`src/rtl/cfg_bridge_pkg.sv`:
```
package cfg_bridge_pkg;

    typedef enum logic [1:0] {
        KIND_ADDR = 2'd0,
        KIND_DATA = 2'd1,
        KIND_MEM  = 2'd2
    } acc_kind_e;

    typedef enum logic [1:0] {
        ST_IDLE    = 2'd0,
        ST_DECODE  = 2'd1,
        ST_ACCESS  = 2'd2,
        ST_RESPOND = 2'd3
    } br_state_e;

    // Mask of the n lowest byte lanes (n saturates at 4).
    function automatic logic [3:0] low_lanes(input logic [2:0] n);
        logic [3:0] m;
        case (n)
            3'd0:    m = 4'b0000;
            3'd1:    m = 4'b0001;
            3'd2:    m = 4'b0011;
            3'd3:    m = 4'b0111;
            default: m = 4'b1111;
        endcase
        return m;
    endfunction

    function automatic logic [31:0] lanes_to_bits(input logic [3:0] m);
        logic [31:0] b;
        for (int i = 0; i < 4; i++) begin
            b[8*i +: 8] = {8{m[i]}};
        end
        return b;
    endfunction

endpackage

```
`src/rtl/cfg_bridge_ctrl.sv`:
```
module cfg_bridge_ctrl
    import cfg_bridge_pkg::*;
(
    input  logic      clk,
    input  logic      rst_n,
    input  logic      start,
    output br_state_e state,
    output logic      ready,
    output logic      in_decode,
    output logic      in_access,
    output logic      in_respond
);
    br_state_e nxt;

    always_comb begin
        nxt = state;
        unique case (state)
            ST_IDLE:    if (start) nxt = ST_DECODE;
            ST_DECODE:  nxt = ST_ACCESS;
            ST_ACCESS:  nxt = ST_RESPOND;
            ST_RESPOND: nxt = ST_IDLE;
        endcase
    end

    always_ff @(posedge clk or negedge rst_n) begin
        if (!rst_n) state <= ST_IDLE;
        else        state <= nxt;
    end

    always_comb begin
        ready      = (state == ST_IDLE);
        in_decode  = (state == ST_DECODE);
        in_access  = (state == ST_ACCESS);
        in_respond = (state == ST_RESPOND);
    end
endmodule

```
`src/rtl/cfg_bridge_addr_latch.sv`:
```
module cfg_bridge_addr_latch #(
    parameter int LANES = 4
) (
    input  logic               clk,
    input  logic               rst_n,
    input  logic               wr_en,
    input  logic [LANES-1:0]   lane_we,
    input  logic [8*LANES-1:0] lane_data,
    output logic [8*LANES-1:0] word
);
    for (genvar i = 0; i < LANES; i++) begin : g_lane
        always_ff @(posedge clk or negedge rst_n) begin
            if (!rst_n)
                word[8*i +: 8] <= 8'h00;
            else if (wr_en && lane_we[i])
                word[8*i +: 8] <= lane_data[8*i +: 8];
        end
    end
endmodule

```
`src/rtl/cfg_bridge_decode.sv`:
```
module cfg_bridge_decode
    import cfg_bridge_pkg::*;
#(
    parameter int BUS_W = 8,
    parameter int DEV_W = 5,
    parameter int FN_W  = 3,
    parameter int REG_W = 8,
    parameter int WIN_W = REG_W + FN_W + DEV_W + BUS_W,
    parameter int NDEV  = 1 << DEV_W
) (
    input  logic [1:0]       kind,
    input  logic [WIN_W-1:0] off,
    input  logic [2:0]       len,
    input  logic             we,
    input  logic [31:0]      wdata,
    input  logic [31:0]      word,
    input  logic [BUS_W-1:0] bus_id,
    input  logic [NDEV-1:0]  dev_present,
    output logic [3:0]       latch_be,
    output logic [31:0]      lane_wdata,
    output logic             go,
    output logic [DEV_W-1:0] dev,
    output logic [REG_W-1:0] reg_dw,
    output logic [3:0]       be,
    output logic [1:0]       k,
    output logic [3:0]       rmask,
    output logic             fill_ones,
    output logic [31:0]      port_rdata
);
    localparam int FN_LSB  = REG_W;
    localparam int DEV_LSB = FN_LSB + FN_W;
    localparam int BUS_LSB = DEV_LSB + DEV_W;
    localparam int EN_BIT  = 31;

    logic [2:0]       room, len_eff;
    logic [3:0]       span, amask;
    logic             crosses, present, to_target, is_addr;
    logic [31:0]      eff_word;
    logic [BUS_W-1:0] t_bus;
    logic [FN_W-1:0]  t_fn;
    logic [REG_W-1:0] t_reg;
    logic             unused_word_bits;

    always_comb begin
        k        = off[1:0];
        room     = 3'd4 - {1'b0, k};
        len_eff  = (len > room) ? room : len;
        span     = {2'b00, k} + {1'b0, len};
        crosses  = (span > 4'd4);
        is_addr  = (kind == KIND_ADDR);

        eff_word = word;
        if (kind == KIND_MEM) begin
            eff_word          = 32'(off);
            eff_word[EN_BIT]  = 1'b1;
        end

        t_bus    = eff_word[BUS_LSB +: BUS_W];
        dev      = eff_word[DEV_LSB +: DEV_W];
        t_fn     = eff_word[FN_LSB +: FN_W];
        t_reg    = eff_word[REG_W-1:0];
        reg_dw   = t_reg & ~REG_W'(3);
        present  = (t_bus == bus_id) && (t_fn == '0) && dev_present[dev];

        amask      = low_lanes(len_eff);
        be         = amask << k;
        lane_wdata = (wdata << {k, 3'b000}) & lanes_to_bits(be);
        to_target  = (kind == KIND_DATA) || ((kind == KIND_MEM) && !crosses);

        go         = to_target && present && (amask != 4'b0000);
        fill_ones  = to_target && !present && !we;
        rmask      = (!we && (to_target || is_addr)) ? amask : 4'b0000;
        latch_be   = (is_addr && we) ? be : 4'b0000;
        port_rdata = (is_addr && !we)
                   ? ((word >> {k, 3'b000}) & lanes_to_bits(amask)) : 32'h0;
    end

    assign unused_word_bits = ^eff_word[31:BUS_LSB + BUS_W];
endmodule

```
`src/rtl/cfg_bridge.sv`:
```
module cfg_bridge
    import cfg_bridge_pkg::*;
#(
    parameter int BUS_W = 8,
    parameter int DEV_W = 5,
    parameter int FN_W  = 3,
    parameter int REG_W = 8,
    parameter int WIN_W = REG_W + FN_W + DEV_W + BUS_W,
    parameter int NDEV  = 1 << DEV_W
) (
    input  logic             clk,
    input  logic             rst_n,
    input  logic [BUS_W-1:0] bus_id,
    input  logic [NDEV-1:0]  dev_present,
    input  logic             hreq_valid,
    output logic             hreq_ready,
    input  logic [1:0]       hreq_kind,
    input  logic [WIN_W-1:0] hreq_off,
    input  logic [2:0]       hreq_len,
    input  logic             hreq_we,
    input  logic [31:0]      hreq_wdata,
    output logic             hrsp_valid,
    output logic [31:0]      hrsp_rdata,
    output logic             cfg_valid,
    output logic             cfg_we,
    output logic [DEV_W-1:0] cfg_dev,
    output logic [REG_W-1:0] cfg_reg,
    output logic [3:0]       cfg_be,
    output logic [31:0]      cfg_wdata,
    input  logic [31:0]      cfg_rdata
);
    br_state_e state;
    logic in_decode, in_access, in_respond, accept;

    // captured request
    logic [1:0]       q_kind;
    logic [WIN_W-1:0] q_off;
    logic [2:0]       q_len;
    logic             q_we;
    logic [31:0]      q_wdata;

    // decode results
    logic [3:0]       d_latch_be, d_be, d_rmask;
    logic [31:0]      d_lane_wdata, d_port_rdata, addr_word;
    logic             d_go, d_fill;
    logic [DEV_W-1:0] d_dev;
    logic [REG_W-1:0] d_reg;
    logic [1:0]       d_k;

    // registered access
    logic             a_go, a_fill;
    logic [1:0]       a_k;
    logic [3:0]       a_rmask;
    logic [31:0]      a_port;
    logic [31:0]      rsp_d;

    assign accept = hreq_valid && hreq_ready;

    cfg_bridge_ctrl u_ctrl (
        .clk        (clk),
        .rst_n      (rst_n),
        .start      (hreq_valid),
        .state      (state),
        .ready      (hreq_ready),
        .in_decode  (in_decode),
        .in_access  (in_access),
        .in_respond (in_respond)
    );

    always_ff @(posedge clk or negedge rst_n) begin
        if (!rst_n) begin
            q_kind  <= KIND_ADDR;
            q_off   <= '0;
            q_len   <= '0;
            q_we    <= 1'b0;
            q_wdata <= '0;
        end else if (accept) begin
            q_kind  <= hreq_kind;
            q_off   <= hreq_off;
            q_len   <= hreq_len;
            q_we    <= hreq_we;
            q_wdata <= hreq_wdata;
        end
    end

    cfg_bridge_decode #(
        .BUS_W (BUS_W), .DEV_W (DEV_W), .FN_W (FN_W),
        .REG_W (REG_W), .WIN_W (WIN_W), .NDEV (NDEV)
    ) u_decode (
        .kind        (q_kind),
        .off         (q_off),
        .len         (q_len),
        .we          (q_we),
        .wdata       (q_wdata),
        .word        (addr_word),
        .bus_id      (bus_id),
        .dev_present (dev_present),
        .latch_be    (d_latch_be),
        .lane_wdata  (d_lane_wdata),
        .go          (d_go),
        .dev         (d_dev),
        .reg_dw      (d_reg),
        .be          (d_be),
        .k           (d_k),
        .rmask       (d_rmask),
        .fill_ones   (d_fill),
        .port_rdata  (d_port_rdata)
    );

    cfg_bridge_addr_latch #(.LANES(4)) u_latch (
        .clk       (clk),
        .rst_n     (rst_n),
        .wr_en     (in_decode),
        .lane_we   (d_latch_be),
        .lane_data (d_lane_wdata),
        .word      (addr_word)
    );

    always_ff @(posedge clk or negedge rst_n) begin
        if (!rst_n) begin
            a_go      <= 1'b0;
            a_fill    <= 1'b0;
            a_k       <= '0;
            a_rmask   <= '0;
            a_port    <= '0;
            cfg_we    <= 1'b0;
            cfg_dev   <= '0;
            cfg_reg   <= '0;
            cfg_be    <= '0;
            cfg_wdata <= '0;
        end else if (in_decode) begin
            a_go      <= d_go;
            a_fill    <= d_fill;
            a_k       <= d_k;
            a_rmask   <= d_rmask;
            a_port    <= d_port_rdata;
            cfg_we    <= q_we;
            cfg_dev   <= d_dev;
            cfg_reg   <= d_reg;
            cfg_be    <= d_be;
            cfg_wdata <= d_lane_wdata;
        end
    end

    assign cfg_valid = in_access && a_go;

    always_comb begin
        rsp_d = a_port;
        if (a_go && !cfg_we)
            rsp_d = (cfg_rdata >> {a_k, 3'b000}) & lanes_to_bits(a_rmask);
        else if (a_fill)
            rsp_d = lanes_to_bits(a_rmask);
    end

    always_ff @(posedge clk or negedge rst_n) begin
        if (!rst_n)         hrsp_rdata <= '0;
        else if (in_access) hrsp_rdata <= rsp_d;
    end

    assign hrsp_valid = in_respond;
endmodule

```
`config.mk`:
```
export PLATFORM = sky130hd
export DESIGN_NAME = cfg_bridge
export DESIGN_NICKNAME = d
export VERILOG_FILES = /design/src/rtl/cfg_bridge_pkg.sv /design/src/rtl/cfg_bridge_ctrl.sv /design/src/rtl/cfg_bridge_addr_latch.sv /design/src/rtl/cfg_bridge_decode.sv /design/src/rtl/cfg_bridge.sv
export SDC_FILE = /design/constraint.sdc
export NUM_CORES = 1
export LEC_CHECK = 0
export BUFFER_PORTS_ARGS = -buffer_cell sky130_fd_sc_hd__buf_2
export CAP_MARGIN = 20
export CORE_ASPECT_RATIO = 0.8
export CORE_MARGIN = 2
export CORE_UTILIZATION = 53
export CTS_CLUSTER_SIZE = 8
export DETAILED_ROUTE_END_ITERATION = 6
export GPL_TIMING_DRIVEN = 0
export PLACE_DENSITY = 0.77
export SYNTH_ARGS = -nofsm -noshare
export SYNTH_HDL_FRONTEND = slang
export SYNTH_SLANG_ARGS = --single-unit
```
`constraint.sdc`:
```
create_clock -name clk -period 4.6 [get_ports clk]
set_input_delay 0.46 -clock clk [delete_from_list [all_inputs] [get_ports clk]]
set_output_delay 0.46 -clock clk [all_outputs]
set_load 0.01 [all_outputs]
```
==> impl_metrics.toml, run 1 <==
[clocking]
cts.sinks = 216
clk_pin_slew_ns = 0.05
clockBufferDepth = 3
worst_skew_pair.late_latency_ns = 0.55
cts_root_buf = "clkbuf_16"
cts_made_buffers = 30
cts_tree = "done"
htreeDepth = 1

[power]
power_switching_w = 0.00447
power_frac_seq_pct = 33.3
cell_internal_pwr_w = 0.00574
p_per_area_nw_per_um2 = 779
clkPwrFrac_pct = 18.6
ir_worst_vdd_v = 0.000451
p_comb_share_pct = 48.1
p_sw_share_pct = 43.8
finalPower_w = 0.0102
power_leakage_nw = 6.06

[finish]
n_fill_cell = 1637
multi_input_area_um2 = 5050
drive_gt1_share_pct = 29.1
mostFrequentLayoutCells = "224 x buf_2, 216 x dfrtp_1, 106 x a21oi_1, 105 x mux2_2, 98 x nor2_1"
layoutNonFillerInstCount = 1555
fin_nets = 1439
ff_latch_area_um2 = 5410
area_delta_synth_final_pct = 20.8
layout_commonest_cell = "buf_2"
final_core_util_pct = 65.7

[global_route]
grt_pass1_vias = 9352
antenna_found_initial = 1
track_usage_pct = 30.6
grt_pass1_wl_um = 51600
grt_overflow = 0
grt_max_degree = 128

[synthesis]
synth_async_sr_flop_share_pct = 100
ys_seq_area_share_pct = 49.8
synth_cell_type_count = 64
synth_area_per_cell_um2 = 10.5
synth-seq-cells = 216
yosysWarnings = 0
synth_ff_type = "dfrtp_1"
netlist_area_um2 = 10900
synth-edff-count = 0
syn-instance-count = 1037

[floorplan]
start_util_pct = 54.4
core_um2 = 20000
fp.dieArea_um2 = 21700
num_rows = 46
dieWidth_um = 164
chipHeight_um = 132
ios = 222

[worst_setup_path]
reg2reg_depth = 13
end_kind = "flop"
start_kind = "flop"
r2r_start = "q_off[0]"
crit_required_ns = 5.02
path_max_fanout = 18
worstSetupPathType = "reg2reg"
worstReg2RegEnd = "u_latch.word[16]"
arrival_ns = 4.67
regToRegSetupSlack_ns = 0.35

[sta]
slew_viol_final = 0
fin_worst_skew_ns = 0.0152
fin_crit_sh_pct = 92.4
fin_setup_tns_ns = 0
final_hold_viol_count = 0
worst_slack_ns = 0.349
timing.fmax_ghz = 0.235
max_slew_margin_pct = 34.2
finalSetupViolCount = 0
tightest_slew_ns = 0.979
rsz0062_at_grt = "false"
layout_min_cycle_time_ns = 4.25

[place]
io_buffer_count = 219
hpwl_um = 24300
dp_slack_ns = -0.109
dp_cells = 1522
place_congestion = 0.907

[detailed_routing]
via_per_inst = 6.15
via_count = 9563
wl_per_cell_um = 21.4
wl_um = 33300
drc_errors = 0
first_iter_violations = 909
ant_nets = 0
firstDrtPassIters = 6

[worst_hold_path]
holdPathEnd = "u_ctrl.state[1]"
hp-start = "hreq_valid"
hold_path_depth = 2
hp-class = "in2reg"

[flow_run]
maxCapViolations = 0

[run_status]
status = "finished, final reports clean"
worst max-delay path by stage:
stage,startpoint,endpoint,cells after the start
global placement,rst_n,q_off[9],1
finish,q_off[0],u_latch.word[16],13
detailed placement,q_off[0],u_latch.word[21],13
floorplan,q_off[0],u_latch.word[16],13
global route,q_off[0],u_latch.word[14],14
CTS,q_off[0],u_latch.word[13],15
worst max-delay path: stages, from the launching register on:
cell and delay [ns]:
dfrtp_1 0.44, clkbuf_2 0.31, clkinvlp_4 0.40, ha_1 0.50, inv_1 0.09, ha_1 0.32, nand2_1 0.11, o21ai_4 0.25
mux2i_2 0.38, nand3_1 0.15, a21o_1 0.28, a2111oi_4 0.31, buf_4 0.24, mux2_2 0.35
cells by family (layout without fill, tap and decap cells):
kind of cell / after synthesis / after routing / synth area share [%]
compound gates: 323 / 323 / 19.7
flops: 216 / 216 / 49.8
simple gates: 212 / 212 / 8.47
mux: 162 / 162 / 16.2
buf+inv: 104 / 356 / 3.80
fa+ha+maj: 11 / 11 / 1.34
xor+xnor: 8 / 8 / 0.645
other cells: 1 / 3 / 0.0345
final cells by class:
type                       instances  area share, %
buffer                            72           2.24
inverter                          31          0.916
clock inverter                     1          0.124
timing repair buffer             222           8.78
clock buffer                      30           5.72
multi-input combinational        718           38.5
tap                              264           2.52
antenna                            1         0.0191
sequential                       216           41.2
routing by layer:
layer | wire (µm) | vias to the layer above | part of all wire (%) | GRT usage [%]
li1 | - | 4276 | - | -
met1 | 14500 | 4672 | 43 | 45.5
met2 | 14700 | 545 | 44 | 46.1
met3 | 3300 | 70 | 9.9 | 6.26
met4 | 831 | 0 | 2.5 | 8.04
met5 | 0 | - | 0 | 0
what timing repair did:
item,in CTS,in global routing
setup endpoints to repair,16,76
hold buffers,1,0
gates resized for setup,1,3
pin swaps,1,0
buffers inserted,1,0
hold endpoints to repair,77,0
power groups by stage:
stage / Clock (W) / Combinational (W) / Sequential, W
CTS: 0.00191 / 0.00483 / 0.00337
detailed placement: 0 / 0.00476 / 0.00339
finish: 0.00190 / 0.00491 / 0.00340
global route: 0.00200 / 0.00535 / 0.00347
floorplan: 0 / 0.00324 / 0.00325
global placement: 0 / 0.00465 / 0.00336
per-stage QoR:
| step | hold slack [ns] | instance area (µm²) |
|---|---|---|
| 2_1_floorplan | 0.164 | 10900 |
| 3_3_place_gp | 0.461 | 12300 |
| 3_5_place_dp | 0.464 | 12300 |
| 4_1_cts | 0.128 | 13100 |
| 5_1_grt | 0.137 | 13100 |
| 6_report | 0.135 | 13100 |
cells in the mapped netlist, types with 5 or more instances:
master	number	area, µm²
a211oi_1	7	52.6
a21o_1	5	37.5
a21oi_1	106	531
a22o_1	16	140
a22oi_1	28	210
a31oi_1	18	113
buf_1	6	22.5
buf_2	6	30.0
clkbuf_1	58	218
dfrtp_1	216	5410
ha_1	10	125
inv_1	29	109
mux2_2	105	1180
mux2i_1	55	551
nand2_1	70	263
nand3_1	8	40.0
nor2_1	99	372
nor3_1	7	35.0
o211ai_1	11	82.6
o21ai_0	49	245
o2bb2ai_1	52	455
o31ai_1	11	82.6
xnor2_1	6	52.6
Note: power is estimated with default switching activity, not from simulation.
==> run 2: changes to the inputs <==
Settings changed: BUFFER_PORTS_ARGS -buffer_cell sky130_fd_sc_hd__buf_2 to not set, DONT_BUFFER_PORTS set to 1, PLACE_DENSITY 0.77 to 0.68.
==> impl_metrics.toml, run 2 (same netlist as run 1, synthesis figures left out) <==
[clocking]
htreeDepth = 1
cts_root_buf = "clkbuf_16"
clk_pin_slew_ns = 0.05
cts_tree = "done"
cts.sinks = 216
worst_skew_pair.late_latency_ns = 0.55
cts_made_buffers = 30
clockBufferDepth = 3

[run_status]
violations = "hold timing"
status = "finished with violations"

[floorplan]
start_util_pct = 54.4
core_um2 = 20000
ios = 222
dieWidth_um = 164
num_rows = 46
fp.dieArea_um2 = 21700
chipHeight_um = 132

[sta]
layout_min_cycle_time_ns = 4.40
fin_crit_sh_pct = 95.6
final_hold_viol_count = 216
fin_worst_skew_ns = 0.0168
finalSetupViolCount = 0
slew_viol_final = 0
timing.fmax_ghz = 0.227
hold_slack_ns = -0.382
tightest_slew_ns = 0.940
max_slew_margin_pct = 37.2

[worst_setup_path]
arrival_ns = 4.82
r2r_start = "q_off[0]"
start_kind = "flop"
regToRegSetupSlack_ns = 0.20
worstSetupPathType = "reg2reg"
path_max_fanout = 10
end_kind = "flop"
reg2reg_depth = 14
crit_required_ns = 5.02
worstReg2RegEnd = "u_latch.word[19]"

[flow_run]
maxCapViolations = 0

[detailed_routing]
first_iter_violations = 953
via_per_inst = 6.44
ant_nets = 0
wl_per_cell_um = 24.5
firstDrtPassIters = 5
drc_errors = 0
via_count = 8606
wl_um = 32700

[power]
clkPwrFrac_pct = 19.5
power_frac_seq_pct = 36.5
p_sw_share_pct = 43.8
power_switching_w = 0.00430
cell_internal_pwr_w = 0.00553
ir_worst_vdd_v = 0.000464
p_per_area_nw_per_um2 = 820
p_comb_share_pct = 44.0
power_leakage_nw = 5.14

[place]
dp_cells = 1302
place_congestion = 0.941
hpwl_um = 24000
io_buffer_count = 0

[global_route]
grt_max_degree = 217
grt_overflow = 0
antenna_found_initial = 2
track_usage_pct = 29.9
grt_pass1_vias = 8556
grt_pass1_wl_um = 49800

[worst_hold_path]
hp-class = "in2async"

[finish]
layoutNonFillerInstCount = 1336
final_core_util_pct = 60.1
fin_nets = 1220
area_delta_synth_final_pct = 10.5
multi_input_area_um2 = 5050
layout_commonest_cell = "dfrtp_1"
n_fill_cell = 1690
ff_latch_area_um2 = 5410
mostFrequentLayoutCells = "216 x dfrtp_1, 106 x a21oi_1, 105 x mux2_2, 98 x nor2_1, 70 x nand2_1"
drive_gt1_share_pct = 14.8
==> run 2: changes by cell type in the layout (fill, tap and decap cells not counted), sizes merged <==
cell,change
buf,-220
clkbuf,+3
clkinvlp,-1
dlygate4sd3,-1
==> run 2: worst max-delay path by stage <==
stage | cells past startpoint | slack (ns) | end | startpoint
floorplan | 13 | 0.75 | u_latch.word[16] | q_off[0]
global placement | 13 | -0.11 | u_latch.word[19] | q_off[0]
detailed placement | 13 | -0.13 | u_latch.word[19] | q_off[0]
CTS | 13 | 0.12 | u_latch.word[21] | q_off[0]
global route | 14 | -0.03 | u_latch.word[21] | q_off[0]
finish | 14 | 0.20 | u_latch.word[19] | q_off[0]
==> run 2: routing by layer <==
layer | GRT usage [%] | vias to the layer above | wire length (µm)
li1 | - | 3838 | -
met1 | 42.2 | 4267 | 13900
met2 | 43.9 | 427 | 14200
met3 | 10.3 | 74 | 3790
met4 | 7.99 | 0 | 838
met5 | 0.682 | - | 0
==> run 2: power by group through the flow <==
| stage | Sequential [W] | Combinational (W) | Clock (W) |
|---|---|---|---|
| floorplan | 0.00325 | 0.00324 | 0 |
| detailed placement | 0.00360 | 0.00419 | 0 |
| finish | 0.00359 | 0.00433 | 0.00192 |
| global placement | 0.00358 | 0.00411 | 0 |
| global route | 0.00367 | 0.00476 | 0.00202 |
| CTS | 0.00358 | 0.00424 | 0.00194 |
==> run 2: layout make-up <==
type	count	area share (%)
diodes	1	0.0209
clock buffers	31	6.47
flip-flops and latches	216	45.1
multi-input cells	718	42.1
repair buffers	2	0.104
plain buffers	73	2.49
inverters	31	0.970
well taps	264	2.75
==> run 2: critical path, stage by stage (launching register included) <==
cell and delay (ns):
dfrtp_1 0.44, clkbuf_2 0.25, clkinv_1 0.23, clkbuf_1 0.45, ha_1 0.37, inv_1 0.12, ha_1 0.36, nand2_1 0.12
o21ai_4 0.24, mux2i_2 0.39, nand3_1 0.13, a21o_1 0.28, a2111oi_4 0.31, buf_4 0.23, mux2_2 0.35
==> run 2: repair_timing <==
item | in CTS | in global routing
setup endpoints to repair | 16 | 25
gates resized for setup | 1 | 4
pin swaps | 0 | 1
setup buffers | 0 | 1
hold endpoints to repair | 216 | 216
==> run 2: metrics by stage <==
step / cell area, µm² / setup slack (ns) / setup TNS [ns] / hold WS [ns] / total power [W]
2_1_floorplan: 10900 / 0.748 / 0 / 0.164 / 0.00649
3_3_place_gp: 11200 / -0.108 / -1.50 / 0.172 / 0.00769
3_5_place_dp: 11200 / -0.129 / -1.81 / 0.170 / 0.00779
4_1_cts: 12000 / 0.118 / 0 / -0.393 / 0.00976
5_1_grt: 12000 / -0.0290 / -0.153 / -0.398 / 0.0105
6_report: 12000 / 0.202 / 0 / -0.382 / 0.00984
==> run 3: changes to the inputs <==
Settings changed: CELL_PAD_IN_SITES_DETAIL_PLACEMENT set to 2, CELL_PAD_IN_SITES_GLOBAL_PLACEMENT set to 2, CORE_UTILIZATION 53 to 40, PLACE_DENSITY 0.68 to not set, PLACE_DENSITY_LB_ADDON set to 0.1, SETUP_SLACK_MARGIN set to 0.02.
Clock period 4.6 ns to 4.8 ns, I/O delays scaled along.
==> impl_metrics.toml, run 3 (same netlist as run 1, synthesis figures left out) <==
[global_route]
track_usage_pct = 28.0
antenna_found_initial = 0
grt_max_degree = 217
grt_overflow = 0
grt_pass1_vias = 9461
grt_pass1_wl_um = 60100

[clocking]
clockBufferDepth = 3
worst_skew_pair.late_latency_ns = 0.56
cts.sinks = 216
hold_buffers = 1
htreeDepth = 1
cts_tree = "done"
cts_root_buf = "clkbuf_16"
clk_pin_slew_ns = 0.06
cts_made_buffers = 31

[floorplan]
core_um2 = 26500
ios = 222
dieWidth_um = 188
start_util_pct = 41.0
fp.dieArea_um2 = 28500
chipHeight_um = 151
num_rows = 53

[run_status]
violations = "hold timing"
status = "finished with violations"

[finish]
insertedDiodeCount = 0
mostFrequentLayoutCells = "216 x dfrtp_1, 106 x a21oi_1, 105 x mux2_2, 98 x nor2_1, 70 x nand2_1"
fin_nets = 1221
layout_commonest_cell = "dfrtp_1"
drive_gt1_share_pct = 14.9
layoutNonFillerInstCount = 1432
area_delta_synth_final_pct = 11.9

[worst_setup_path]
path_delay_family = "buffers and inverters"
path_max_fanout = 18
crit_path_top_delay_cell = "ha_1"
end_kind = "flop"
cpMostUsedCell = "ha_1"
slowest_delay_ns = 0.52
critPathBufInv = 4
arrival_ns = 4.83
start_kind = "flop"
worstSetupPathType = "reg2reg"
crit_required_ns = 5.24
crit_chain = "clkbuf_2 > clkinvlp_4 > ha_1 > inv_1 > ha_1 > nand2_1 > o21ai_4 > mux2i_2 > nand3_1 > a21o_1 > a2111oi_4 > buf_4 > mux2_2"

[sta]
hold_slack_ns = -0.363
fin_worst_skew_ns = 0.0149
fin_setup_tns_ns = 0
tightest_slew_ns = 1.02
final_hold_viol_count = 216
slew_viol_final = 0
finalSetupViolCount = 0
layout_min_cycle_time_ns = 4.39
timing.fmax_ghz = 0.228
worst_slack_ns = 0.410
rsz0062_at_grt = "false"
max_slew_margin_pct = 32.1
fin_crit_sh_pct = 91.5

[place]
dp_cells = 1396
dp_slack_ns = -0.224
place_congestion = 0.872
io_buffer_count = 0
hpwl_um = 29500

[detailed_routing]
first_iter_violations = 414
wl_per_cell_um = 27.8
firstDrtPassIters = 5
wl_um = 39800
via_per_inst = 6.03
ant_nets = 0
drc_errors = 0
via_count = 8635

[power]
power_leakage_nw = 5.15
ir_worst_vdd_v = 0.000378
p_per_area_nw_per_um2 = 803

[flow_run]
maxCapViolations = 0

[worst_hold_path]
hp-class = "in2async"
[run 3: timing repair]
item,CTS,global route
endpoints found under the hold margin,217,216
setup buffers,0,1
endpoints found under the setup margin,18,36
cloned,0,0
pin swaps,0,1
resized for setup,1,2
[run 3: report_power, final]
part	total [W]	switching (W)	internal (W)
Clock	0.00191	0.000767	0.00114
Combinational	0.00433	0.00270	0.00163
Sequential	0.00352	0.000954	0.00256
[run 3: final cells by class]
type / count / area, µm²
Sequential cell: 216 / 5410
Multi-Input combinational cell: 718 / 5050
Timing Repair Buffer: 3 / 27.5
Fill cell: 2740 / 14300
Tap cell: 357 / 447
Inverter: 31 / 120
Clock buffer: 33 / 793
Clock inverter: 2 / 16.3
Buffer: 72 / 294
[run 3: final timing paths]
| path | start | endpoint | slack (ns) | depth (start not counted) |
|---|---|---|---|---|
| worst max-delay path | q_off[0] | u_latch.word[18] | 0.41 | 13 |
| worst min-delay path | rst_n | u_latch.word[29] | -0.36 | 0 |
| worst max register to register | q_off[0] | u_latch.word[18] | 0.41 | 13 |
| worst min register to register | a_port[18] | a_port[18] | 0.50 | 1 |
| max in group asynchronous | rst_n | q_off[12] | 4.77 | 0 |
| min in group clk | hreq_wdata[29] | q_wdata[29] | 0.07 | 1 |
[run 3: routing by layer]
metal / vias up / track usage, % / routed length (µm)
met1: 4543 / 39.0 / 18100
met5: - / 0 / 0
li1: 3826 / - / -
met4: 0 / 4.65 / 524
met2: 232 / 45.3 / 18400
met3: 34 / 6.44 / 2740
[run 3: stage by stage]
stage	area [µm²]	util, %	hold WS (ns)	total power (W)
floorplan	10900	-	0.184	0.00622
global placement	11300	42.7	0.190	0.00760
detailed placement	11300	42.8	0.190	0.00779
CTS	12100	45.9	-0.396	0.00977
global route	12200	45.9	-0.392	0.0104
finish	12200	45.9	-0.363	0.00976
